### src/rtl/tone_pkg.sv
// Shared types for the tone generator.
package tone_pkg;
    typedef enum logic [1:0] {
        RAMP_HOLD  = 2'd0,
        RAMP_UP    = 2'd1,
        RAMP_DOWN  = 2'd2,
        RAMP_HOLD3 = 2'd3
    } ramp_mode_e;
endpackage

### src/rtl/tone_divider.sv
// Half-period divider. On load it captures the half-period (0 taken as 1),
// sets the tone high and counts down; the tone toggles on each zero.
// Assumes load is only pulsed with run intended to follow.
module tone_divider #(
    parameter int HW = 16
) (
    input  logic          clk,
    input  logic          rst_n,
    input  logic          load,
    input  logic          run,
    input  logic [HW-1:0] half_in,
    output logic          tone_q,
    output logic          period_end
);
    logic [HW-1:0] h_lat;
    logic [HW-1:0] cnt;
    logic [HW-1:0] h_eff;

    // Clamp a zero half-period to one cycle.
    always_comb h_eff = (half_in == '0) ? HW'(1) : half_in;

    // Count down the half-period and toggle the tone on each zero.
    always_ff @(posedge clk) begin
        if (!rst_n) begin
            h_lat  <= HW'(1);
            cnt    <= '0;
            tone_q <= 1'b0;
        end else if (load) begin
            h_lat  <= h_eff;
            cnt    <= h_eff - HW'(1);
            tone_q <= 1'b1;
        end else if (run) begin
            if (cnt == '0) begin
                cnt    <= h_lat - HW'(1);
                tone_q <= ~tone_q;
            end else begin
                cnt <= cnt - HW'(1);
            end
        end else begin
            tone_q <= 1'b0;
        end
    end

    // A period completes when the low half ends.
    always_comb period_end = run && !load && (cnt == '0) && !tone_q;

    AST_CNT_BOUND: assert property (@(posedge clk) disable iff (!rst_n)
        (run && !load) |-> (cnt < h_lat));
endmodule

### src/rtl/tone_envelope.sv
// Linear level envelope. On load it captures the start level, ramp mode and
// step interval (0 taken as 1). Every interval-th period end it moves the
// level by one, saturating at both ends.
module tone_envelope
    import tone_pkg::*;
#(
    parameter int AW = 8,
    parameter int SW = 16
) (
    input  logic          clk,
    input  logic          rst_n,
    input  logic          load,
    input  logic          period_end,
    input  logic [AW-1:0] amp_init,
    input  logic [1:0]    mode_in,
    input  logic [SW-1:0] interval,
    output logic [AW-1:0] amp
);
    localparam logic [AW-1:0] AMP_MAX = {AW{1'b1}};

    ramp_mode_e    mode_q;
    logic [SW-1:0] s_lat;
    logic [SW-1:0] s_cnt;
    logic [SW-1:0] s_eff;
    logic          step;

    // Clamp a zero interval to one period.
    always_comb s_eff = (interval == '0) ? SW'(1) : interval;
    // A step is due when the interval count runs out at a period end.
    always_comb step = period_end && !load && (s_cnt == SW'(1));

    // Track periods between steps and update the level with saturation.
    always_ff @(posedge clk) begin
        if (!rst_n) begin
            mode_q <= RAMP_HOLD;
            s_lat  <= SW'(1);
            s_cnt  <= SW'(1);
            amp    <= '0;
        end else if (load) begin
            mode_q <= ramp_mode_e'(mode_in);
            s_lat  <= s_eff;
            s_cnt  <= s_eff;
            amp    <= amp_init;
        end else if (period_end) begin
            if (s_cnt == SW'(1)) begin
                s_cnt <= s_lat;
                if (mode_q == RAMP_UP && amp != AMP_MAX)
                    amp <= amp + AW'(1);
                else if (mode_q == RAMP_DOWN && amp != '0)
                    amp <= amp - AW'(1);
            end else begin
                s_cnt <= s_cnt - SW'(1);
            end
        end
    end

    AST_AMP_SAT_HI: assert property (@(posedge clk) disable iff (!rst_n)
        (step && mode_q == RAMP_UP && amp == AMP_MAX) |=> (amp == AMP_MAX));
    AST_AMP_SAT_LO: assert property (@(posedge clk) disable iff (!rst_n)
        (step && mode_q == RAMP_DOWN && amp == '0) |=> (amp == '0));
    AST_HOLD_STABLE: assert property (@(posedge clk) disable iff (!rst_n)
        (step && (mode_q == RAMP_HOLD || mode_q == RAMP_HOLD3)) |=> $stable(amp));
endmodule

### src/rtl/tone_length.sv
// Length counter in whole tone periods. Done fires on the last period end,
// or on the load itself when the length is zero.
module tone_length #(
    parameter int LW = 16
) (
    input  logic          clk,
    input  logic          rst_n,
    input  logic          load,
    input  logic          period_end,
    input  logic [LW-1:0] len_in,
    output logic          done
);
    logic [LW-1:0] rem;

    // Load the length and count down one per completed period.
    always_ff @(posedge clk) begin
        if (!rst_n)
            rem <= '0;
        else if (load)
            rem <= len_in;
        else if (period_end && rem != '0)
            rem <= rem - LW'(1);
    end

    // Signal completion on the final period or a zero-length load.
    always_comb done = load ? (len_in == '0) : (period_end && rem == LW'(1));

    AST_REM_LIVE: assert property (@(posedge clk) disable iff (!rst_n)
        (period_end && !load) |-> (rem != '0));
endmodule

### src/rtl/tone_env_gen.sv
// Top of the square tone generator with linear envelope and end-of-tone
// interrupt. Settings are captured on start; enable gates outputs
// combinationally and stops the tone on the next edge.
module tone_env_gen #(
    parameter int HW = 16,
    parameter int AW = 8,
    parameter int SW = 16,
    parameter int LW = 16
) (
    input  logic          clk,
    input  logic          rst_n,
    input  logic          enable,
    input  logic          start,
    input  logic [HW-1:0] half_period,
    input  logic [AW-1:0] amp_init,
    input  logic [1:0]    amp_mode,
    input  logic [SW-1:0] step_interval,
    input  logic [LW-1:0] tone_length,
    input  logic          irq_clr,
    output logic          tone_out,
    output logic [AW-1:0] sample_out,
    output logic          irq
);
    logic          load;
    logic          active;
    logic          tone_q;
    logic          period_end;
    logic          done;
    logic [AW-1:0] amp;

    // Settings are only taken while enabled.
    always_comb load = start && enable;

    tone_divider #(.HW(HW)) div_i (
        .clk(clk), .rst_n(rst_n), .load(load), .run(active),
        .half_in(half_period), .tone_q(tone_q), .period_end(period_end)
    );

    tone_envelope #(.AW(AW), .SW(SW)) env_i (
        .clk(clk), .rst_n(rst_n), .load(load), .period_end(period_end),
        .amp_init(amp_init), .mode_in(amp_mode), .interval(step_interval),
        .amp(amp)
    );

    tone_length #(.LW(LW)) len_i (
        .clk(clk), .rst_n(rst_n), .load(load), .period_end(period_end),
        .len_in(tone_length), .done(done)
    );

    // Run state: begins on start, ends on done or when disabled.
    always_ff @(posedge clk) begin
        if (!rst_n)
            active <= 1'b0;
        else if (!enable)
            active <= 1'b0;
        else if (start)
            active <= (tone_length != '0);
        else if (done)
            active <= 1'b0;
    end

    // Sticky interrupt: set on done, cleared by a write of one.
    always_ff @(posedge clk) begin
        if (!rst_n)
            irq <= 1'b0;
        else if (done)
            irq <= 1'b1;
        else if (irq_clr)
            irq <= 1'b0;
    end

    // Output gating and level scaling.
    always_comb begin
        tone_out   = tone_q && active && enable;
        sample_out = tone_out ? amp : '0;
    end

    AST_IRQ_ON_DONE: assert property (@(posedge clk) disable iff (!rst_n)
        done |=> irq);
    AST_IRQ_CLEAR: assert property (@(posedge clk) disable iff (!rst_n)
        (irq_clr && !done) |=> !irq);
    AST_DISABLE_STOPS: assert property (@(posedge clk) disable iff (!rst_n)
        !enable |=> !active);
endmodule

### config.mk
export PLATFORM = sky130hd
export DESIGN_NAME = tone_env_gen
export DESIGN_NICKNAME = d
export VERILOG_FILES = /design/src/rtl/tone_pkg.sv /design/src/rtl/tone_divider.sv /design/src/rtl/tone_envelope.sv /design/src/rtl/tone_length.sv /design/src/rtl/tone_env_gen.sv
export SDC_FILE = /design/constraint.sdc
export NUM_CORES = 1
export LEC_CHECK = 0
export CAP_MARGIN = 20
export CORE_ASPECT_RATIO = 1.2
export CORE_MARGIN = 10
export CORE_UTILIZATION = 64
export CTS_CLUSTER_DIAMETER = 200
export DETAILED_ROUTE_END_ITERATION = 10
export DONT_BUFFER_PORTS = 1
export PLACE_DENSITY_LB_ADDON = 0.1
export SLEW_MARGIN = 20
export SYNTH_ARGS = -nofsm -noshare
export SYNTH_HDL_FRONTEND = slang
export SYNTH_SLANG_ARGS = --single-unit
export TNS_END_PERCENT = 5
### constraint.sdc
create_clock -name clk -period 4.24 [get_ports clk]
set_input_delay 0.424 -clock clk [delete_from_list [all_inputs] [get_ports clk]]
set_output_delay 0.424 -clock clk [all_outputs]
set_load 0.02 [all_outputs]
* After elaboration in Yosys (flattened, before gate mapping)
Cells that the tools add are included.
Widths: inputs -> output; s select.
** Word-level totals
- Bits of input ports :: 63
- Bits in registers :: 93
- Logic and storage cells :: 76
** Operators by class
- Mux-type cells :: 24
- Add/sub/neg operators :: 7
- Reductions and logical operators :: 28
- Bitwise operators :: 1
- Equal/unequal tests :: 6
** Operators with widths (number)
- $mux 16 :: 10
- $sub 16x1->16 const B :: 5
- $logic_not 16->1 :: 4
- $mux 8 :: 6
- $eq 16x1->1 const B :: 2
- $reduce_bool 16->1 :: 2
- $reduce_bool 2->1 :: 6
- $logic_and 1x1->1 :: 10
- $add 8x1->8 const B :: 1
- $mux 1 :: 8
- $ne 8x8->1 const B :: 1
- $reduce_bool 8->1 :: 1
- $sub 8x1->8 const B :: 1
- $ne 3x1->1 const B :: 1
- $reduce_and 3->1 :: 1
- $reduce_bool 3->1 :: 1
- $eq 2x1->1 const B :: 1
- $eq 2x2->1 const B :: 1
- $logic_not 1->1 :: 2
- $reduce_and 2->1 :: 1
- $not 1->1 :: 1

* Depth between registers and ports, before layout
- Depth after elaboration :: 9
- Depth in mapped cells :: 12
- Mapped depth without buffers :: 10

* By module
From an unflattened synthesis, not the netlist that was laid out.
** Second synthesis, totals
- Cells, all modules :: 709
- Area, all modules :: 5815.6 um^2
** Modules (own cells, without submodules)
- tone_envelope :: cells each 315, times used 1, area each 2615.0 um^2, sequential area each 840.8 um^2
- tone_divider :: cells each 239, times used 1, area each 1899.3 um^2, sequential area each 660.6 um^2
- tone_length :: cells each 131, times used 1, area each 1113.6 um^2, sequential area each 320.3 um^2
- tone_env_gen :: cells each 24, times used 1, area each 187.7 um^2, sequential area each 40.0 um^2

* Worst setup path before layout
No wires, ideal clock.
- Path type :: register to register
- From :: register env_i.amp[0]
- To :: register env_i.amp[7]
- Arrival :: 2.911 ns
- Buffers on the path :: 0
- Cell stages (with the launch flop) :: 11
- Slack :: 1.255 ns
- Cell sequence :: dfxtp_1 > nand4_1 > o21ai_0 > ha_1 > a21o_1 > a21oi_1 > o21ai_0 > o41ai_1 > xor2_1 > or3_1 > a31oi_1
** On the way
- Word-level cells in the longest chain between the ends :: 6
- Elaborated cells between the ends (all ways) :: 13
- Classes of those cells :: 2 x add/sub; 1 x eq/ne; 5 x mux; 5 x reduce/logical
** Ends and longest elaborated chain
- start: declaration :: RTL line tone_envelope.sv:17 : output logic [AW-1:0] amp
- start signal: assignment :: RTL line tone_envelope.sv:43 : amp <= amp_init;
- start signal: assignment :: RTL line tone_envelope.sv:48 : amp <= amp + AW'(1);
- start signal: assignment :: RTL line tone_envelope.sv:50 : amp <= amp - AW'(1);
- $sub 8x1->8 / $ne 8x8->1 (equally long branches) :: RTL line tone_envelope.sv:50, tone_envelope.sv:47
- $mux 8 / $logic_and 1x1->1 (equally long branches) :: RTL line tone_envelope.sv:49, tone_envelope.sv:47
- $mux 8 :: RTL line tone_envelope.sv:47 : if (mode_q == RAMP_UP && amp != AMP_MAX)
- $mux 8 :: RTL line tone_envelope.sv:45 : if (s_cnt == SW'(1)) begin
- $mux 8 :: RTL line tone_envelope.sv:44 : end else if (period_end) begin
- $mux 8 :: RTL line tone_envelope.sv:39 : end else if (load) begin
Several ways; a longest one is shown, not always the timed one. The select of a mux whose other input is x is not followed.
A chain may end at the register's enable or synchronous reset.

* Final worst setup path
- From :: register div_i.cnt[5]
- To :: register len_i.rem[5]
** On the way
- Word-level cells in the longest chain between the ends :: 5
** Ends and longest elaborated chain
- start: declaration :: RTL line tone_divider.sv:16 : logic [HW-1:0] cnt;
- start signal: assignment :: RTL line tone_divider.sv:30 : cnt <= h_eff - HW'(1);
- start signal: assignment :: RTL line tone_divider.sv:34 : cnt <= h_lat - HW'(1);
- start signal: assignment :: RTL line tone_divider.sv:37 : cnt <= cnt - HW'(1);
- $logic_not 16->1 :: RTL line tone_divider.sv:45 : always_comb period_end = run && !load && (cnt == '0) && !tone_q;
- $logic_and 1x1->1 (2 in a row) :: RTL line tone_divider.sv:45
- $logic_and 1x1->1 :: RTL line tone_length.sv:21 : else if (period_end && rem != '0)
- $reduce_bool 2->1 (no source line)
- end signal: assignment :: RTL line tone_length.sv:20 : rem <= len_in;
- end signal: assignment :: RTL line tone_length.sv:22 : rem <= rem - LW'(1);
- end: declaration :: RTL line tone_length.sv:13 : logic [LW-1:0] rem;
No other way between the ends.

==> flow_summary.json <==
{
  "cp.required_ps": 4470,
  "nets": 725,
  "clock_latency_ps": 370,
  "clockRootBuffer": "clkbuf_8",
  "num_rows": 35,
  "clk_path_buf_depth": 2,
  "tightest_slew_ps": 1083,
  "finalMaxSlewViolations": 0,
  "synth_cells": 671,
  "synth_edf_count": 0,
  "hold_path.class": "in -> reg",
  "initial_core_util_pct": 66.21,
  "finalHoldViolCount": 0,
  "setup_violations": 0,
  "synthSimpleGateAreaFrac_pct": 25.16,
  "outcome": "finished, final reports clean",
  "num_io_pins": 73,
  "synth.area.top_cells": "dfxtp_1 36%, a21oi_1 9.1%, nand2_1 7.2%",
  "powerDensity_mw_per_mm2": 365.8,
  "startpoint_type": "flip-flop",
  "fin_skew_ps": 12.37,
  "vias": 4819,
  "seq_area_sq_mm": 0.001862,
  "maxCapViolCount": 0,
  "wl_mm": 13.13,
  "setup_slack_ps": 1340,
  "reg2reg_from": "div_i.cnt[5]",
  "die_width_um": 101.8,
  "routabilityCongestion": 0.8710,
  "nFillCells": 670,
  "drc": 0,
  "grt_remaining_overflow": 0,
  "die_area_sq_mm": 0.01202,
  "seq_area_frac_synth_pct": 36.27,
  "synth_compound_area_share_pct": 24.62,
  "post_cts_buffers": 0,
  "end_kind": "flip-flop",
  "finalWorstPathRequiredPeriod_ps": 2900,
  "finalCritPeriodShare_pct": 68.39,
  "insertedDiodeCount": 0,
  "core_area_sq_mm": 0.007751,
  "hold_start": "rst_n",
  "cts_tree": "yes",
  "slew_headroom_pct": 27.83,
  "dr.pass1.iters": 6,
  "hpwl_mm": 9.358,
  "ir_worst_vdd_mv": 0.2088,
  "cts_htree_levels": 3,
  "multi_input_area_sq_mm": 0.003074,
  "grt_max_degree": 68,
  "synth-xor-area-share_pct": 5.461,
  "routedWlPerCell_um": 17.61,
  "placed_cells": 731,
  "place_area_sq_mm": 0.005164,
  "synth_async_sr_flop_share_pct": 0,
  "postCtsResizedCells": 0,
  "rsz0062_at_grt": "false",
  "cts_hold_buf": 0,
  "place_ws_ps": 1326,
  "synth.mux.area_fraction_pct": 1.414,
  "drtAntennaViolNets": 0,
  "yosys_warnings": 0,
  "power_leakage_nw": 1.865,
  "synth_area_per_cell_sq_um": 7.649,
  "drt-initial-drc-count": 244,
  "critical_path.max_fanout": 29,
  "antenna_found_initial": 0,
  "criticalPathCategory": "reg -> reg",
  "fin_cells": 746,
  "grt_pass1_wl_mm": 21.46,
  "ys_types": 56,
  "syn_area_sq_mm": 0.005132,
  "yosys.area.top_type": "dfxtp_1",
  "synth_top_family_by_area": "simple AND/OR/NAND/NOR gates",
  "tns_ps": 0,
  "grt_pass1_vias": 4552,
  "fin_area_sq_mm": 0.005353,
  "dieHeight_um": 118.1,
  "power_mw": 1.958,
  "startpoint": "div_i.cnt[5]",
  "syn_nets": 746,
  "synthAdderAreaFrac_pct": 3.072,
  "viasPerCell": 6.460,
  "cts_sinks": 93,
  "ys_ff_latch": 93,
  "clkSlewWorstSetupHoldPaths_ps": 100,
  "gr-usage-all-layers_pct": 21.41,
  "drive_gt1_share_pct": 5.810,
  "layout_common_cells": "97 x nand2_1, 93 x a21oi_1, 93 x dfxtp_1, 54 x nor2_1, 51 x o21ai_0",
  "final_common_cell": "nand2_1",
  "crit_arrival_ps": 3130,
  "port_buffers": 0,
  "area_growth_pct": 4.291,
  "synth_top_area_share_pct": 36.27,
  "numCtsBuffers": 9,
  "synth-main-ff-cell": "dfxtp_1",
  "fmax_mhz": 344.9
}
-- where the power goes --
group,switching [mW],internal (mW)
Combinational,0.227,0.153
Sequential,0.0516,0.928
Clock,0.326,0.272
-- layer usage --
metal	GRT usage, %	share of wire, %	up-vias
met4	6.989	1.2	0
met2	36.57	52	156
met1	25.92	41	2272
met5	0	0	-
li1	-	-	2380
met3	4.169	6.4	11
-- cells in the mapped netlist (3+ instances only) --
cell	n
a21o_1	5
xnor2_1	22
o221ai_1	8
o21a_1	3
nor3b_1	3
nand2b_1	4
xor2_1	10
or4_1	6
nor3_1	21
nor4_2	4
mux2i_1	5
o21ai_0	51
nor2_1	54
and2_1	12
dfxtp_1	93
or3_1	6
o22a_1	3
nor4_1	20
a211oi_1	13
nand2_1	98
inv_1	11
nand4_1	10
clkbuf_1	36
a31oi_1	7
o211ai_1	13
ha_1	11
and3_1	5
a311oi_1	3
nand3_1	6
a21oi_1	93
-- worst max-delay path: stages, from the launching register on --
cell and delay, ps:
dfxtp_1 340, nor4_2 390, and4_1 430, nand3b_1 110, buf_4 240, a2111o_2 570, or4_1 450, xor2_1 150
a21oi_1 80
-- registers in the layout, indices dropped and copies added (netlist names) --
name / flops
active: 1
div_i.cnt: 16
div_i.h_lat: 16
div_i.tone_q: 1
env_i.amp: 8
env_i.mode_q: 2
env_i.s_cnt: 16
env_i.s_lat: 16
irq: 1
len_i.rem: 16
-- kinds of logic after synthesis --
| group | after synthesis |
|---|---|
| compound gates | 213 |
| xor+xnor | 32 |
| buf+inv | 53 |
| fa+ha+maj | 12 |
| flops | 93 |
| mux | 7 |
| simple gates | 261 |
-- per-stage QoR --
stage / hold slack [ps] / utilization [%]
6_report: 134.2 / 69.06
5_1_grt: 129.0 / 69.06
4_1_cts: 128.4 / 69.06
3_5_place_dp: 443.6 / 66.62
3_3_place_gp: 437.6 / 66.62
2_1_floorplan: 425.9 / -
-- final cells by class --
type | instances | area share, %
Tap cell | 92 | 2.151
Inverter | 12 | 0.8415
Clock inverter | 5 | 1.145
Sequential cell | 93 | 34.78
Multi-Input combinational cell | 525 | 57.43
Clock buffer | 10 | 2.384
Timing Repair Buffer | 9 | 1.262
-- worst paths after layout --
kind / slack, ps / cells past startpoint / endpoint
setup / recovery: 1340 / 8 / len_i.rem[5]
hold / removal: 130 / 1 / div_i.h_lat[0]
setup reg to reg: 1340 / 8 / len_i.rem[5]
hold reg to reg: 460 / 2 / env_i.s_lat[4]
No activity file was read; power rests on OpenSTA's default activity.
